<file path="src/rtl/sdiv_pkg.sv">
package sdiv_pkg;

   typedef enum logic [1:0] {
      ST_IDLE = 2'd0,
      ST_RUN  = 2'd1,
      ST_FIN  = 2'd2
   } sdiv_state_t;

endpackage

</file>
<file path="src/rtl/sdiv_operand_prep.sv">
module sdiv_operand_prep #(
   parameter int DATA_W  = 32,
   parameter int CHUNK_W = 8,
   parameter bit SKIP_EN = 1'b1,
   localparam int CNT_W  = $clog2(DATA_W + 1)
) (
   input  logic              signed_i,
   input  logic [DATA_W-1:0] dividend_i,
   input  logic [DATA_W-1:0] divisor_i,
   output logic [DATA_W-1:0] dividend_o,
   output logic [DATA_W-1:0] divisor_o,
   output logic              neg_res_o,
   output logic [CNT_W-1:0]  iters_o
);

   localparam int NCHUNK = DATA_W / CHUNK_W;
   localparam int SK_W   = $clog2(NCHUNK);

   logic              a_neg, b_neg;
   logic [DATA_W-1:0] mag_a, mag_b;
   logic [SK_W-1:0]   skip;
   int                shamt;

   assign a_neg     = signed_i & dividend_i[DATA_W-1];
   assign b_neg     = signed_i & divisor_i[DATA_W-1];
   assign mag_a     = a_neg ? (~dividend_i + 1'b1) : dividend_i;
   assign mag_b     = b_neg ? (~divisor_i + 1'b1) : divisor_i;
   assign neg_res_o = a_neg ^ b_neg;

   generate
      if (SKIP_EN) begin : g_skip
         always_comb begin
            logic still_zero;
            still_zero = 1'b1;
            skip       = '0;
            for (int i = 0; i < NCHUNK - 1; i++) begin
               if (still_zero &&
                   (mag_a[DATA_W-1-i*CHUNK_W -: CHUNK_W] == '0) &&
                   (mag_b[DATA_W-1-i*CHUNK_W -: CHUNK_W] == '0)) begin
                  skip = SK_W'(i + 1);
               end else begin
                  still_zero = 1'b0;
               end
            end
            if (mag_b == '0) skip = '0;
         end
      end else begin : g_noskip
         assign skip = '0;
      end
   endgenerate

   assign shamt      = int'(skip) * CHUNK_W;
   assign dividend_o = mag_a << shamt;
   assign divisor_o  = mag_b;
   assign iters_o    = CNT_W'(DATA_W - shamt);

endmodule

</file>
<file path="src/rtl/sdiv_step.sv">
module sdiv_step #(
   parameter int DATA_W = 32
) (
   input  logic              clk,
   input  logic              rst_n,
   input  logic              load_i,
   input  logic              step_i,
   input  logic [DATA_W-1:0] dividend_i,
   input  logic [DATA_W-1:0] divisor_i,
   output logic [DATA_W-1:0] quo_o,
   output logic [DATA_W-1:0] rem_o
);

   logic [DATA_W-1:0] quo_q, rem_q, div_q;
   logic [DATA_W:0]   rem_sh;
   logic [DATA_W+1:0] diff;
   logic              borrow;

   assign rem_sh = {rem_q, quo_q[DATA_W-1]};
   assign diff   = {1'b0, rem_sh} - {2'b00, div_q};
   assign borrow = diff[DATA_W+1];

   always_ff @(posedge clk or negedge rst_n) begin
      if (!rst_n) begin
         quo_q <= '0;
         rem_q <= '0;
         div_q <= '0;
      end else if (load_i) begin
         quo_q <= dividend_i;
         rem_q <= '0;
         div_q <= divisor_i;
      end else if (step_i) begin
         quo_q <= {quo_q[DATA_W-2:0], ~borrow};
         rem_q <= borrow ? rem_sh[DATA_W-1:0] : diff[DATA_W-1:0];
      end
   end

   assign quo_o = quo_q;
   assign rem_o = rem_q;

   // the partial remainder never reaches the divisor
   p_rem_bound_r1: assert property (@(posedge clk) disable iff (!rst_n)
      (div_q != '0) |-> (rem_q < div_q));

endmodule

</file>
<file path="src/rtl/sdiv_ctrl.sv">
module sdiv_ctrl
   import sdiv_pkg::*;
#(
   parameter int DATA_W  = 32,
   parameter int CHUNK_W = 8,
   localparam int CNT_W  = $clog2(DATA_W + 1)
) (
   input  logic             clk,
   input  logic             rst_n,
   input  logic             start_i,
   input  logic [CNT_W-1:0] iters_i,
   output logic             load_o,
   output logic             step_o,
   output logic             fin_o,
   output logic             busy_o
);

   sdiv_state_t      state_q;
   logic [CNT_W-1:0] cnt_q;

   assign load_o = (state_q == ST_IDLE) && start_i;
   assign step_o = (state_q == ST_RUN);
   assign fin_o  = (state_q == ST_FIN);
   assign busy_o = (state_q != ST_IDLE);

   always_ff @(posedge clk or negedge rst_n) begin
      if (!rst_n) begin
         state_q <= ST_IDLE;
         cnt_q   <= '0;
      end else begin
         case (state_q)
            ST_IDLE: if (start_i) begin
               state_q <= ST_RUN;
               cnt_q   <= iters_i;
            end
            ST_RUN: begin
               cnt_q <= cnt_q - 1'b1;
               if (cnt_q == CNT_W'(1)) state_q <= ST_FIN;
            end
            ST_FIN:  state_q <= ST_IDLE;
            default: state_q <= ST_IDLE;
         endcase
      end
   end

   // a loaded pass count is a non-zero whole number of chunks
   p_load_len_r2: assert property (@(posedge clk) disable iff (!rst_n)
      load_o |=> (state_q == ST_RUN) && (cnt_q != '0) &&
                 (int'(cnt_q) % CHUNK_W == 0) && (int'(cnt_q) <= DATA_W));

   // a start seen while running leaves the pass counter running down
   p_ignore_start_r6: assert property (@(posedge clk) disable iff (!rst_n)
      (step_o && start_i) |=> (cnt_q == $past(cnt_q) - 1'b1));

endmodule

</file>
<file path="src/rtl/shift_sub_divider.sv">
module shift_sub_divider #(
   parameter int DATA_W  = 32,
   parameter int CHUNK_W = 8,
   parameter bit SKIP_EN = 1'b1
) (
   input  logic              clk,
   input  logic              rst_n,
   input  logic              start_i,
   input  logic              signed_i,
   input  logic [DATA_W-1:0] dividend_i,
   input  logic [DATA_W-1:0] divisor_i,
   output logic              busy_o,
   output logic              done_o,
   output logic [DATA_W-1:0] quotient_o,
   output logic [DATA_W-1:0] remainder_o
);

   localparam int CNT_W = $clog2(DATA_W + 1);

   generate
      if (DATA_W % CHUNK_W != 0) begin : g_bad_chunk
         $error("DATA_W must be a multiple of CHUNK_W");
      end
      if (DATA_W / CHUNK_W < 2) begin : g_bad_count
         $error("DATA_W must hold at least two chunks");
      end
   endgenerate

   logic [DATA_W-1:0] prep_a, prep_b, quo, rem;
   logic              prep_neg, neg_q;
   logic [CNT_W-1:0]  prep_iters;
   logic              load, step, fin;

   sdiv_operand_prep #(.DATA_W(DATA_W), .CHUNK_W(CHUNK_W), .SKIP_EN(SKIP_EN)) u_prep (
      .signed_i   (signed_i),
      .dividend_i (dividend_i),
      .divisor_i  (divisor_i),
      .dividend_o (prep_a),
      .divisor_o  (prep_b),
      .neg_res_o  (prep_neg),
      .iters_o    (prep_iters)
   );

   sdiv_ctrl #(.DATA_W(DATA_W), .CHUNK_W(CHUNK_W)) u_ctrl (
      .clk     (clk),
      .rst_n   (rst_n),
      .start_i (start_i),
      .iters_i (prep_iters),
      .load_o  (load),
      .step_o  (step),
      .fin_o   (fin),
      .busy_o  (busy_o)
   );

   sdiv_step #(.DATA_W(DATA_W)) u_step (
      .clk        (clk),
      .rst_n      (rst_n),
      .load_i     (load),
      .step_i     (step),
      .dividend_i (prep_a),
      .divisor_i  (prep_b),
      .quo_o      (quo),
      .rem_o      (rem)
   );

   always_ff @(posedge clk or negedge rst_n) begin
      if (!rst_n) begin
         neg_q       <= 1'b0;
         done_o      <= 1'b0;
         quotient_o  <= '0;
         remainder_o <= '0;
      end else begin
         if (load) neg_q <= prep_neg;
         done_o <= fin;
         if (fin) begin
            quotient_o  <= neg_q ? (~quo + 1'b1) : quo;
            remainder_o <= neg_q ? (~rem + 1'b1) : rem;
         end
      end
   end

   // done lasts a single cycle
   p_done_pulse_r7: assert property (@(posedge clk) disable iff (!rst_n)
      done_o |=> !done_o);

   // results move only together with done
   p_hold_r7: assert property (@(posedge clk) disable iff (!rst_n)
      !done_o |-> ($stable(quotient_o) && $stable(remainder_o)));

   // busy is low while done is shown
   p_busy_done_r9: assert property (@(posedge clk) disable iff (!rst_n)
      done_o |-> !busy_o);

endmodule

</file>
<file path="config.mk">
export PLATFORM = sky130hd
export DESIGN_NAME = shift_sub_divider
export DESIGN_NICKNAME = d
export VERILOG_FILES = /design/src/rtl/sdiv_pkg.sv /design/src/rtl/sdiv_operand_prep.sv /design/src/rtl/sdiv_step.sv /design/src/rtl/sdiv_ctrl.sv /design/src/rtl/shift_sub_divider.sv
export SDC_FILE = /design/constraint.sdc
export NUM_CORES = 1
export LEC_CHECK = 0
export ABC_CLOCK_PERIOD_IN_PS = 3900
export BUFFER_PORTS_ARGS = -buffer_cell sky130_fd_sc_hd__buf_2
export CAP_MARGIN = 10
export CORE_MARGIN = 4
export CORE_UTILIZATION = 54
export DETAILED_ROUTE_END_ITERATION = 10
export PLACE_DENSITY_LB_ADDON = 0.15
export SYNTH_ARGS = -nofsm -noshare
export SYNTH_HDL_FRONTEND = slang
export SYNTH_SLANG_ARGS = --single-unit
</file>
<file path="constraint.sdc">
create_clock -name clk -period 3.9 [get_ports clk]
set_input_delay 0.195 -clock clk [delete_from_list [all_inputs] [get_ports clk]]
set_output_delay 0.195 -clock clk [all_outputs]
set_load 0.02 [all_outputs]
</file>
==> qor.yml, run 1 <==
fraction_of_the_cycle_the_final_worst_path_needs_pct: 98.6
grt_max_degree: 130
worst-path-max-fanout: 4
gpl_wtd_cong: 0.961
timing_worst_setup_path_type: "reg2reg"
relSlewSlack_pct: 26.2
netlist.top_cell.by_area: "dfrtp_1"
drc_violations: 0
via_count: 10800
drt-initial-drc-count: 882
std_cell_rows: 54
nets: 1654
layout_min_cycle_time_ps: 3850
postLayoutSetupSlackWorst_ps: 54.4
n_antenna_cell: 0
path_common_cell: "or4_4"
rsz0062_at_grt: "yes"
critPathTopFamily: "simple AND/OR/NAND/NOR gates"
cts_buffer_depth: 2
globalRouteTotalUtil_pct: 25.5
number_of_antenna_violations_at_the_first_check_in_global_routing: 0
cp_data_required_time_ps: 4170
worstPathCellList: "or3_4, or3_4, or4_4, or4_4, or4_4, or4_4, or3_4, o31ai_4, xor2_1, o21ai_1"
cts_root_buf: "clkbuf_16"
synth_warnings: 0
worst_ir_drop_vdd_mv: 0.301
routed_wirelength_mm: 31.1
area.sequential_mm2: 0.00426
cp_num_buf_inv: 0
achievable-frequency_mhz: 260
crit_path_end_kind: "register"
power_leakage_nw: 5.86
floorplan.initialDensity_pct: 54.7
placement.setup.worst_slack_ps: 24.5
tritoncts_num_sinks: 170
start_kind: "register"
post_synth_most_frequent_cells: "nand2_1, dfrtp_1, o21ai_0"
synth_top_area_share_pct: 35.8
wire_per_inst_um: 16.9
synthesis_to_layout_area_growth_pct: 14.2
hold_path_class: "in2reg"
layout.filler_cells: 1928
synth_cell_type_count: 75
yosysMostFrequentCell: "nand2_1"
cp_slowest_cell: "or4_4"
synth.yosys.seq_area_share_pct: 35.8
tritoncts.num_buffers: 17
outcome: "finished clean"
final-max-slew-violation-count: 0
hold_slack_ps: 33.9
dieHeight_um: 156
detailedPlacementHpwl_mm: 23.5
postRouteAntennaNets: 0
synthesis.instances: 1428
postSynthAreaPerCell_um2: 8.33
final-hold-violation-count: 0
powerDensity_mw_per_mm2: 333
setup_tns_after_final_layout_ps: 0
tightestPinTransition_ps: 1110
grt_overflow: 0
ys.flop_type: "dfrtp_1"
tritoncts: "built"
ys_ff_latch: 170
top_level_ports: 134
wire_length_of_the_first_global_routing_pass_mm: 51.1
layout.cell_area.non_filler_mm2: 0.0136
die_width_um: 156
final-setup-viol-count: 0
h_tree_levels: 4
maxCapViolations: 0
dieArea_mm2: 0.0245
placedInstanceArea_mm2: 0.0130
core_region_area_mm2: 0.0218
cts.reportedPaths.clkPinSlew_ps: 60
critical_path_arrival_ps: 4120
first_global_vias: 9942
syn-cell-area_mm2: 0.0119
clk_latency_ps: 430
vias_per_cell: 5.89
io_buffers: 133
multi_input_area_mm2: 0.00715
mappedNetlistNets: 1536
finClkSkew_ps: 11.2
final_layout_size_suffix_gt1_share_pct: 14.9
ys_async_sr_fraction_pct: 100
critical_path_max_stage_delay_ps: 450
synth_enable_flop_cells: 0
dr.pass1.iters: 5
largest_cells_by_area_after_synthesis: "dfrtp_1, o21ai_0, xor2_1, nand2_1, ha_1"
registers in the layout, indices dropped and copies added (netlist names):
register        flops
done_o              1
neg_q               1
quotient_o         32
remainder_o        32
u_ctrl.cnt_q        6
u_ctrl.state_q      2
u_step.div_q       32
u_step.quo_o       32
u_step.rem_o       32
final timing paths:
check / startpoint / to / slack, ps / cells past startpoint
setup / recovery: u_step.quo_o[2] / quotient_o[29] / 50 / 10
hold reg to reg: remainder_o[15] / remainder_o[15] / 470 / 2
hold / removal: divisor_i[1] / u_step.div_q[1] / 30 / 3
min in group asynchronous: rst_n / quotient_o[21] / 390 / 2
max in group asynchronous: rst_n / remainder_o[2] / 2490 / 3
setup reg to reg: u_step.quo_o[2] / quotient_o[29] / 50 / 10
logic make-up (layout without fill, tap and decap cells):
| logic type | count (synthesis) | after routing | share of synthesized area, % |
|---|---|---|---|
| compound gates | 456 | 456 | 24.3 |
| xor+xnor | 143 | 143 | 10.5 |
| fa+ha+maj | 40 | 40 | 4.27 |
| buf+inv | 145 | 275 | 4.70 |
| flops | 170 | 170 | 35.8 |
| mux | 31 | 31 | 2.66 |
| simple gates | 443 | 443 | 17.8 |
per-layer routing:
metal	share of wire, %	GRT usage, %
met2	41	36.0
met4	0.93	5.33
met1	51	40.5
met3	7.7	4.78
met5	0	0
worst min-delay path, cell delays in order:
cell	delay, ps
buf_2	110
nand2_1	50
a31oi_1	70
placed cells by master (no fill, tap or decap), drive strengths merged, types with 16 or more instances in the layout:
cell,instances
dfrtp,170
clkbuf,20
ha,39
xnor2,50
or3,18
a21oi,77
or4,22
nor2,72
xor2,93
nor4,17
nand3,22
o21ai,190
nand2,202
and3,18
nor3,16
mux2i,26
o31ai,30
inv,69
buf,176
timing repair:
item / 4_1_cts / 5_1_grt
endpoints found under the hold margin: 88 / 0
setup buffers: 0 / 1
endpoints found under the setup margin: 0 / 4
hold buffers: 1 / 0
resized for setup: 0 / 6
power breakdown:
group / total, mW / internal [mW] / switching [mW]
sequential: 1.92 / 1.83 / 0.0931
combinational: 0.895 / 0.360 / 0.535
clock: 1.70 / 1.00 / 0.699
area by class of cell:
type / count / share of cell area [%]
clock inverters: 11 / 1.06
repair buffers: 177 / 7.39
flip-flops and latches: 170 / 31.3
well taps: 280 / 2.58
clock buffers: 20 / 3.21
multi-input cells: 1113 / 52.6
inverters: 67 / 1.85
metrics by stage:
| stage | instances | power (mW) | utilization, % |
|---|---|---|---|
| after global routing | 1838 | 4.74 | 62.5 |
| after global placement | 1805 | 2.81 | 59.6 |
| after detailed placement | 1805 | 2.83 | 59.6 |
| final | 1838 | 4.52 | 62.5 |
| after floorplan | 1428 | 2.53 | - |
| after CTS | 1837 | 4.53 | 62.3 |
No activity file was read; power rests on OpenSTA's default activity.
==> run 2: changes to the inputs <==
- CORE_UTILIZATION: 54 -> 42
- PLACE_DENSITY_LB_ADDON: 0.15 -> 0.08
==> run 2 against run 1 <==
  * First-iteration DRC count down 13%
  * Hold slack better by 30 ps
  * Die area up 27%
  * Sequential cell count unchanged
  * Critical endpoint unchanged
  * Highest routed layer unchanged
  * Combinational power about the same
  * Worst setup slack improved by 22 ps
  * Critical path type unchanged
  * Critical path depth unchanged
==> qor.yml, run 2 (synthesized netlist as in run 1, its figures left out) <==
outcome: "finished clean"
final_layout_size_suffix_gt1_share_pct: 15.2  # +0.27 points
maxCapViolations: 0  # unchanged
drc_violations: 0  # unchanged
cts.reportedPaths.clkPinSlew_ps: 70  # about the same
final-max-slew-violation-count: 0  # unchanged
relSlewSlack_pct: 34.0  # +7.8 points
dieHeight_um: 176  # +13%
tritoncts.num_buffers: 17  # unchanged
nets: 1653  # -0.060%
grt_max_degree: 100  # -23%
gpl_wtd_cong: 0.882  # -8.2%
crit_path_end_kind: "register"
h_tree_levels: 4  # unchanged
setup_tns_after_final_layout_ps: 0  # unchanged
worst_ir_drop_vdd_mv: 0.255  # -15%
postLayoutSetupSlackWorst_ps: 76.0  # +21.5 ps
vias_per_cell: 5.53  # -6.2%
die_width_um: 176  # +13%
hold_slack_ps: 63.4  # +29.5 ps
tritoncts: "built"
cts_buffer_depth: 2  # unchanged
rsz0062_at_grt: "yes"
io_buffers: 133  # unchanged
std_cell_rows: 61  # +13%
final_common_cell: "nand2_1"
mostFrequentLayoutCells: "nand2_1, o21ai_0, dfrtp_1, buf_2, xor2_1"
routed_wirelength_mm: 33.0  # +6.0%
via_count: 10700  # -1.3%
start_kind: "register"
finish.cell_count_without_fillers: 1935  # +5.3%
floorplan.initialDensity_pct: 42.7  # -12 points
postRouteAntennaNets: 0  # unchanged
final-hold-violation-count: 0  # unchanged
first_global_vias: 9748  # -2.0%
top_level_ports: 134  # unchanged
final-setup-viol-count: 0  # unchanged
globalRouteTotalUtil_pct: 21.2  # -4.2 points
worst-path-max-fanout: 4  # unchanged
dieArea_mm2: 0.0311  # +27%
wire_per_inst_um: 17.1  # +0.71%
finClkSkew_ps: 11.9  # +0.658 ps
cp_data_required_time_ps: 4180  # about the same
tritoncts_num_sinks: 170  # unchanged
power_leakage_nw: 5.86  # about the same
fraction_of_the_cycle_the_final_worst_path_needs_pct: 98.1  # -0.55 points
worst_r2r_path_depth: 10  # unchanged
powerDensity_mw_per_mm2: 330  # -0.69%
dr.pass1.iters: 5  # unchanged
clk_latency_ps: 430  # about the same
critical_path_arrival_ps: 4100  # -20 ps
dp_cells: 1900  # +5.3%
hold_path_class: "in2reg"
cts_root_buf: "clkbuf_16"
number_of_antenna_violations_at_the_first_check_in_global_routing: 0  # unchanged
tightestPinTransition_ps: 987  # -120 ps
layout_min_cycle_time_ps: 3820  # -21.5 ps
achievable-frequency_mhz: 262  # +0.56%
drt-initial-drc-count: 764  # -13%
synthesis_to_layout_area_growth_pct: 15.4
core_region_area_mm2: 0.0279  # +28%
timing_worst_setup_path_type: "reg2reg"
n_antenna_cell: 0  # unchanged
grt_overflow: 0  # unchanged
detailedPlacementHpwl_mm: 25.2  # +7.2%
placement.setup.worst_slack_ps: 7.85  # -16.6 ps
hold_path_depth: 3  # unchanged
wire_length_of_the_first_global_routing_pass_mm: 54.1  # +5.9%
-- run 2: layout make-up --
type / count / area [um^2]
Sequential cell: 170 / 4260
Tap cell: 378 / 473
Clock buffer: 18 / 439
Fill cell: 2786 / 14100
Inverter: 67 / 251
Clock inverter: 13 / 143
Timing Repair Buffer: 176 / 1010
Multi-Input combinational cell: 1113 / 7160
-- run 2: report_power, final --
group / internal [mW] / switching [mW]
clock network: 0.967 / 0.744
logic: 0.358 / 0.539
registers: 1.83 / 0.0978
-- run 2: critical path, cell delays in order (launching register included) --
cell	delay [ps]
dfrtp_1	410
or3_4	370
or3_4	340
or4_4	420
or4_4	430
or4_4	440
or4_4	450
or3_4	380
o31ai_4	190
xor2_1	170
o21ai_1	70
-- run 2: metal layers --
metal / vias up / track usage (%) / wire length [um]
met5: - / 0 / 0
met4: 0 / 4.42 / 333
met3: 21 / 3.04 / 1850
met2: 332 / 28.4 / 13000
met1: 4948 / 35.6 / 17800
li1: 5396 / - / -
-- run 2: through the flow --
stage	instance area (um^2)	util (%)	power (mW)
5_1_grt	13700	49.3	4.77
3_3_place_gp	13100	46.9	2.84
4_1_cts	13700	49.0	4.56
3_5_place_dp	13100	46.9	2.85
2_1_floorplan	11900	-	2.53
6_report	13700	49.3	4.54
-- run 2: final timing paths --
check | from | to | slack (ps)
max in group asynchronous | rst_n | remainder_o[30] | 2510
setup / recovery | u_step.quo_o[1] | quotient_o[29] | 80
setup reg to reg | u_step.quo_o[1] | quotient_o[29] | 80
min in group asynchronous | rst_n | u_step.div_q[3] | 430
hold / removal | divisor_i[0] | u_step.div_q[0] | 60
hold reg to reg | remainder_o[7] | remainder_o[7] | 470
-- run 2: repair_timing --
item,in CTS,in global routing
setup buffers,0,3
gates resized for setup,0,7
endpoints found under the hold margin,96,0
hold buffers,1,0
setup endpoints to repair,0,5
